**src/rtl/txsusp_pkg.sv**
```systemverilog
package txsusp_pkg;
  parameter int DATA_W = 32;
  parameter int CNT_W  = 32;

  typedef enum logic [1:0] {
    ST_IDLE  = 2'd0,
    ST_DRAIN = 2'd1,
    ST_SUSP  = 2'd2
  } suspState_e;

  typedef struct packed {
    logic loadCnt;
    logic decCnt;
    logic cntFree;
    logic suspOn;
  } ctrlStrobe_t;
endpackage

```
**src/rtl/txsusp_datapath.sv**
```systemverilog
module txsusp_datapath
  import txsusp_pkg::*;
#(
  parameter int DW = DATA_W,
  parameter int CW = CNT_W
) (
  input  logic          clk,
  input  logic          rstN,
  input  logic          swRst,
  input  logic          dmaRst,
  input  logic          regWrEn,
  input  logic          regAddr,
  input  logic [DW-1:0] regWrData,
  output logic [DW-1:0] regRdData,
  input  logic          dmaEn,
  input  logic          txTake,
  input  logic [DW-1:0] fifoData,
  input  logic          fifoValid,
  output logic          fifoReady,
  output logic [DW-1:0] txData,
  output logic          txValid,
  input  ctrlStrobe_t   strobe,
  output logic          cntZero
);
  localparam int RD_PAD = (DW > CW) ? DW - CW : 0;

  logic [CW-1:0] progCnt;
  logic [CW-1:0] liveCnt;
  logic [DW-1:0] subWord;
  logic          wrCnt;
  logic          wrSub;

  assign wrCnt = regWrEn && !regAddr;
  assign wrSub = regWrEn && regAddr && !dmaEn;

  always_ff @(posedge clk or negedge rstN) begin
    if (!rstN) begin
      progCnt <= '0;
      liveCnt <= '0;
    end else if (swRst) begin
      progCnt <= '0;
      liveCnt <= '0;
    end else begin
      if (wrCnt) progCnt <= regWrData[CW-1:0];
      if (strobe.loadCnt)                 liveCnt <= progCnt;
      else if (strobe.decCnt)             liveCnt <= liveCnt - 1'b1;
      else if (wrCnt && strobe.cntFree)   liveCnt <= regWrData[CW-1:0];
    end
  end

  always_ff @(posedge clk or negedge rstN) begin
    if (!rstN)                subWord <= '0;
    else if (swRst || dmaRst) subWord <= '0;
    else if (wrSub)           subWord <= regWrData;
  end

  assign cntZero   = (liveCnt == '0);
  generate
    if (RD_PAD > 0) begin : g_padRd
      assign regRdData = regAddr ? subWord : {{RD_PAD{1'b0}}, liveCnt};
    end else begin : g_fullRd
      assign regRdData = regAddr ? subWord : liveCnt[DW-1:0];
    end
  endgenerate
  assign txData    = strobe.suspOn ? subWord : fifoData;
  assign txValid   = strobe.suspOn ? 1'b1 : fifoValid;
  assign fifoReady = txTake && !strobe.suspOn;


  sub_guard_chk: assert property (@(posedge clk) disable iff (!rstN)
    !$stable(subWord) |-> $past(!dmaEn || swRst || dmaRst));


  cnt_step_chk: assert property (@(posedge clk) disable iff (!rstN)
    (liveCnt < $past(liveCnt)) |->
      (liveCnt == $past(liveCnt) - 1'b1) || $past(swRst) || $past(wrCnt) || $past(strobe.loadCnt));
endmodule

```
**src/rtl/txsusp_control.sv**
```systemverilog
module txsusp_control
  import txsusp_pkg::*;
(
  input  logic        clk,
  input  logic        rstN,
  input  logic        swRst,
  input  logic        stopReq,
  input  logic        blockDone,
  input  logic        cntZero,
  output ctrlStrobe_t strobe
);
  suspState_e state, stateNext;
  logic       stopReqQ;
  logic       stopRise;

  assign stopRise = stopReq && !stopReqQ;

  always_ff @(posedge clk or negedge rstN) begin
    if (!rstN) stopReqQ <= 1'b0;
    else       stopReqQ <= stopReq;
  end

  always_comb begin
    stateNext      = state;
    strobe.loadCnt = 1'b0;
    strobe.decCnt  = 1'b0;
    unique case (state)
      ST_IDLE: if (stopRise) begin
        stateNext      = ST_DRAIN;
        strobe.loadCnt = 1'b1;
      end
      ST_DRAIN: begin
        if (!stopReq)        stateNext = ST_IDLE;
        else if (blockDone) begin
          if (cntZero)       stateNext = ST_SUSP;
          else               strobe.decCnt = 1'b1;
        end
      end
      ST_SUSP: if (blockDone && !stopReq) stateNext = ST_IDLE;
      default: stateNext = ST_IDLE;
    endcase
    if (swRst) begin
      stateNext      = ST_IDLE;
      strobe.loadCnt = 1'b0;
      strobe.decCnt  = 1'b0;
    end
  end

  always_ff @(posedge clk or negedge rstN) begin
    if (!rstN) state <= ST_IDLE;
    else       state <= stateNext;
  end

  assign strobe.cntFree = (state == ST_IDLE);
  assign strobe.suspOn  = (state == ST_SUSP);


  susp_entry_chk: assert property (@(posedge clk) disable iff (!rstN)
    $rose(strobe.suspOn) |-> $past(blockDone && cntZero && stopReq));


  susp_exit_chk: assert property (@(posedge clk) disable iff (!rstN)
    $fell(strobe.suspOn) |-> $past((blockDone && !stopReq) || swRst));


  drain_cancel_chk: assert property (@(posedge clk) disable iff (!rstN)
    (state == ST_DRAIN && !stopReq && !swRst) |=> (state == ST_IDLE));
endmodule

```
**src/rtl/txsusp_ctrl.sv**
```systemverilog
module txsusp_ctrl
  import txsusp_pkg::*;
(
  input  logic        clk,
  input  logic        rstN,
  input  logic        swRst,
  input  logic        dmaRst,
  input  logic        regWrEn,
  input  logic        regAddr,
  input  logic [31:0] regWrData,
  output logic [31:0] regRdData,
  input  logic        stopReq,
  input  logic        dmaEn,
  input  logic        blockDone,
  input  logic        txTake,
  input  logic [31:0] fifoData,
  input  logic        fifoValid,
  output logic        fifoReady,
  output logic [31:0] txData,
  output logic        txValid,
  output logic        suspended
);
  ctrlStrobe_t strobe;
  logic        cntZero;

  txsusp_control u_ctrl (
    .clk(clk), .rstN(rstN), .swRst(swRst), .stopReq(stopReq),
    .blockDone(blockDone), .cntZero(cntZero), .strobe(strobe)
  );

  txsusp_datapath #(.DW(32), .CW(CNT_W)) u_dp (
    .clk(clk), .rstN(rstN), .swRst(swRst), .dmaRst(dmaRst),
    .regWrEn(regWrEn), .regAddr(regAddr), .regWrData(regWrData),
    .regRdData(regRdData), .dmaEn(dmaEn), .txTake(txTake),
    .fifoData(fifoData), .fifoValid(fifoValid), .fifoReady(fifoReady),
    .txData(txData), .txValid(txValid), .strobe(strobe), .cntZero(cntZero)
  );

  assign suspended = strobe.suspOn;
endmodule

```
**config.mk**
```make
export PLATFORM = sky130hd
export DESIGN_NAME = txsusp_ctrl
export DESIGN_NICKNAME = d
export VERILOG_FILES = /design/src/rtl/txsusp_pkg.sv /design/src/rtl/txsusp_datapath.sv /design/src/rtl/txsusp_control.sv /design/src/rtl/txsusp_ctrl.sv
export SDC_FILE = /design/constraint.sdc
export NUM_CORES = 1
export LEC_CHECK = 0
export ABC_AREA = 1
export BUFFER_PORTS_ARGS = -buffer_cell sky130_fd_sc_hd__buf_4
export CAP_MARGIN = 20
export CORE_MARGIN = 3
export CORE_UTILIZATION = 45
export CTS_CLUSTER_DIAMETER = 100
export CTS_CLUSTER_SIZE = 16
export DETAILED_ROUTE_END_ITERATION = 8
export PLACE_DENSITY = 0.68
export SLEW_MARGIN = 20
export SYNTH_ARGS = -nofsm -noshare
export SYNTH_HDL_FRONTEND = slang
export SYNTH_SLANG_ARGS = --single-unit
```
**constraint.sdc**
```tcl
create_clock -name clk -period 2.2 [get_ports clk]
set_input_delay 0.66 -clock clk [delete_from_list [all_inputs] [get_ports clk]]
set_output_delay 0.66 -clock clk [all_outputs]
set_load 0.01 [all_outputs]
```
==> flow_metrics.env <==
export IMPL_status="finished clean"
export IMPL_numCtsBuffers=9
export IMPL_drc_violations_left=0
export IMPL_grt_pass1_vias=6089
export IMPL_fmaxAchievable_mhz=459
export IMPL_vdd_ir_drop_max_mv=0.398
export IMPL_antenna_found_initial=0
export IMPL_cts_root_to_sink_buffers=2
export IMPL_dieArea_sq_um=15700
export IMPL_post_layout_nonfiller_instances=1265
export IMPL_cts_sink_count=99
export IMPL_power_frac_clock_pct=30.5
export IMPL_synth_distinct_cells=30
export IMPL_postSynth_asyncResetShare_pct=100
export IMPL_timing_critical_path_arrival_ps=1520
export IMPL_areaGrowthSynthToFinish_pct=24.9
export IMPL_insertedDiodeCount=0
export IMPL_slew_hr_pct=63.5
export IMPL_timing_final_hold_violations=0
export IMPL_worstPathMaxFanout=28
export IMPL_synthDominantCellAreaShare_pct=38.8
export IMPL_synth_flop_cell="sky130_fd_sc_hd__dfrtp_1"
export IMPL_yosys_top_cell_by_area="sky130_fd_sc_hd__dfrtp_1"
export IMPL_placedInstanceArea_sq_um=7590
export IMPL_layout_min_cycle_time_ps=2180
export IMPL_place_congestion=0.939
export IMPL_power_density_nw_per_um2=589
export IMPL_largest_net_degree_at_the_start_of_global_routing=100
export IMPL_crit_path_end_kind="output port"
export IMPL_grt_pass1_wl_um=30300
export IMPL_placementRows=42
export IMPL_cts_htree_levels=3
export IMPL_synth_warnings=0
export IMPL_drv_slew=0
export IMPL_cp_data_required_time_ps=1540
export IMPL_slowest_stage="sky130_fd_sc_hd__dfrtp_1"
export IMPL_globalRouteTotalUtil_pct=23.5
export IMPL_timing_final_setup_violations=0
export IMPL_largest_cells_by_area_after_synthesis="sky130_fd_sc_hd__dfrtp_1, sky130_fd_sc_hd__nand2_1, sky130_fd_sc_hd__o21ai_0, sky130_fd_sc_hd__nor2_1, sky130_fd_sc_hd__inv_1"
export IMPL_syn_area_sq_um=6390
export IMPL_place_detailed_instances=1246
export IMPL_hpwlAfterDp_um=13200
export IMPL_hold_class="in -> async"
export IMPL_fin_nets=1164
export IMPL_detail_route_iter0_violations=519
export IMPL_final_period_utilization_pct=99.1
export IMPL_timing_final_ws_setup_ps=19.6
export IMPL_design_portCount=142
export IMPL_power_static_leakage_nw=4.21
export IMPL_rsz_0062_raised_after_global_routing="yes"
export IMPL_cts_clk_slew_worst_paths_ps=60
export IMPL_cpPeakStageDelay_ps=360
export IMPL_yosys_cell_count_top_type="sky130_fd_sc_hd__nand2_1"
export IMPL_cts_hold_fix_buffers=0
export IMPL_post_synth_edffs=0
export IMPL_die_y_um=125
export IMPL_share_of_layout_cells_above_drive_strength_1_pct=22.0
export IMPL_synth_sequential_area_ratio_pct=38.8
export IMPL_pre_cts_slack_ps=143
export IMPL_die_width_um=125
export IMPL_switchingPower_w=0.00150
export IMPL_detail_route_wl_per_cell_um=14.9
export IMPL_power_frac_comb_pct=26.5
export IMPL_initial_core_util_pct=47.1
export IMPL_synth_top_cells_by_count="sky130_fd_sc_hd__nand2_1, sky130_fd_sc_hd__nor2_1, sky130_fd_sc_hd__inv_1, sky130_fd_sc_hd__o21ai_0, sky130_fd_sc_hd__dfrtp_1"
export IMPL_cellInternalPower_w=0.00320
export IMPL_grt_remaining_overflow=0
export IMPL_synth_net_count=1032
export IMPL_finalInstanceArea_sq_um=7980
export IMPL_clock_latency_ps=350
export IMPL_sw_frac_of_total_pct=32.0
export IMPL_core_area_sq_um=13600
export IMPL_worstPathCellList="inv_2 -> nor2_4 -> inv_4 -> buf_12 -> o21ai_0 -> buf_4"
export IMPL_post_synth_cell_area_avg_sq_um=6.69
export IMPL_vias=6330
export IMPL_antenna_nets_post_route=0
export IMPL_netlist_instances=955
export IMPL_root_buffer="sky130_fd_sc_hd__clkbuf_16"
export IMPL_finalClockSkew_ps=3.21
export IMPL_timing_setup_critical_path_class="reg -> out"
export IMPL_part_of_the_total_power_dissipated_in_sequential_elements_pct=43.0
export IMPL_max_cap_violations=0
export IMPL_cp_start_kind="flip-flop"
export IMPL_viasPerCell=5.00
export IMPL_portBuffers=141
export IMPL_worst_slew_pin_transition_ps=547
export IMPL_routed_wirelength_um=18800
export IMPL_synth_seq_cells=99
export IMPL_drt_pass1_iterations=5
export IMPL_cts_tree="built"
## final timing paths
check	from	endpoint	slack, ps	depth (start not counted)
min in group clk	stopReq	u_ctrl.stopReqQ$_DFF_PN0_	430	1
max in group asynchronous	rstN	u_dp.subWord[19]$_DFFE_PN0P_	1430	2
min	rstN	u_dp.subWord[0]$_DFFE_PN0P_	340	2
min reg2reg	u_dp.liveCnt[0]$_DFFE_PN0P_	u_dp.liveCnt[0]$_DFFE_PN0P_	500	2
max reg2reg	u_dp.liveCnt[0]$_DFFE_PN0P_	u_dp.liveCnt[20]$_DFFE_PN0P_	280	10
max	u_ctrl.state[1]$_DFFE_PN0P_	txData[2]	20	6
## worst max-delay path, delay by kind of cell, from the launching register on
kind / cells / cell delay (ps)
simple gates: 1 / 150
compound gates: 1 / 170
buf+inv: 4 / 480
flops: 1 / 360
## registers in the layout, summed over array words and instances (netlist names)
signal	flops
u_dp.subWord	32
u_dp.progCnt	32
u_ctrl.stopReqQ	1
u_dp.liveCnt	32
u_ctrl.state	2
## layer usage
metal	global-route usage (%)	vias up	part of all wire [%]	wire length, um
met5	0	-	0	0
met4	4.34	0	0.76	142
met3	4.95	9	5.5	1040
met2	37.5	176	46	8710
met1	33.5	2893	47	8910
li1	-	3252	-	-
## cell usage in the layout (no fill, tap or decap), drive strengths merged
master	n
a211oi	1
a31o	1
buf	168
clkbuf	14
clkinv	2
dfrtp	99
ha	2
inv	116
nand2	296
nand3	63
nand4	5
nor2	149
nor3	3
o21ai	118
o22ai	32
or2	2
xor2	18
## power groups by stage
stage	combinational, W	clock (W)	sequential, W
3_3_place_gp	0.00122	0	0.00205
4_1_cts	0.00123	0.00145	0.00202
6_report	0.00125	0.00143	0.00202
5_1_grt	0.00140	0.00153	0.00204
3_5_place_dp	0.00123	0	0.00205
2_1_floorplan	0.000734	0	0.00203
## area by class of cell
class	instances	area [sq um]
multi-input cells	690	3210
repair buffers	169	1380
clock buffers	13	250
inverters	118	447
flip-flops and latches	99	2480
well taps	176	220
fillers	1383	5580
## timing repair
action | 4_1_cts | 5_1_grt
gates cloned | 0 | 2
endpoints found under the hold margin | 0 | 0
buffers inserted | 0 | 4
resized for setup | 9 | 35
pin swaps | 0 | 1
setup endpoints to repair | 32 | 47
## through the flow
step	total power (W)	hold WS (ps)	setup TNS (ps)	utilization (%)
finish	0.00470	337	0	58.9
global route	0.00497	389	-1200	58.9
CTS	0.00471	384	-10.7	58.1
detailed placement	0.00328	466	0	56.0
global placement	0.00327	463	0	56.0
floorplan	0.00276	364	0	-
## logic make-up (layout without fill, tap and decap cells)
family / count (synthesis) / after routing / share of synthesized area, %
and+or+nand+nor: 518 / 518 / 33.5
buffers and inverters: 166 / 300 / 11.7
AOI/OAI and AO/OA: 152 / 152 / 13.2
DFF: 99 / 99 / 38.8
xor gates and xnor gates: 18 / 18 / 2.47
adders and majority gates: 2 / 2 / 0.392
(Power assumes the default switching activity.)
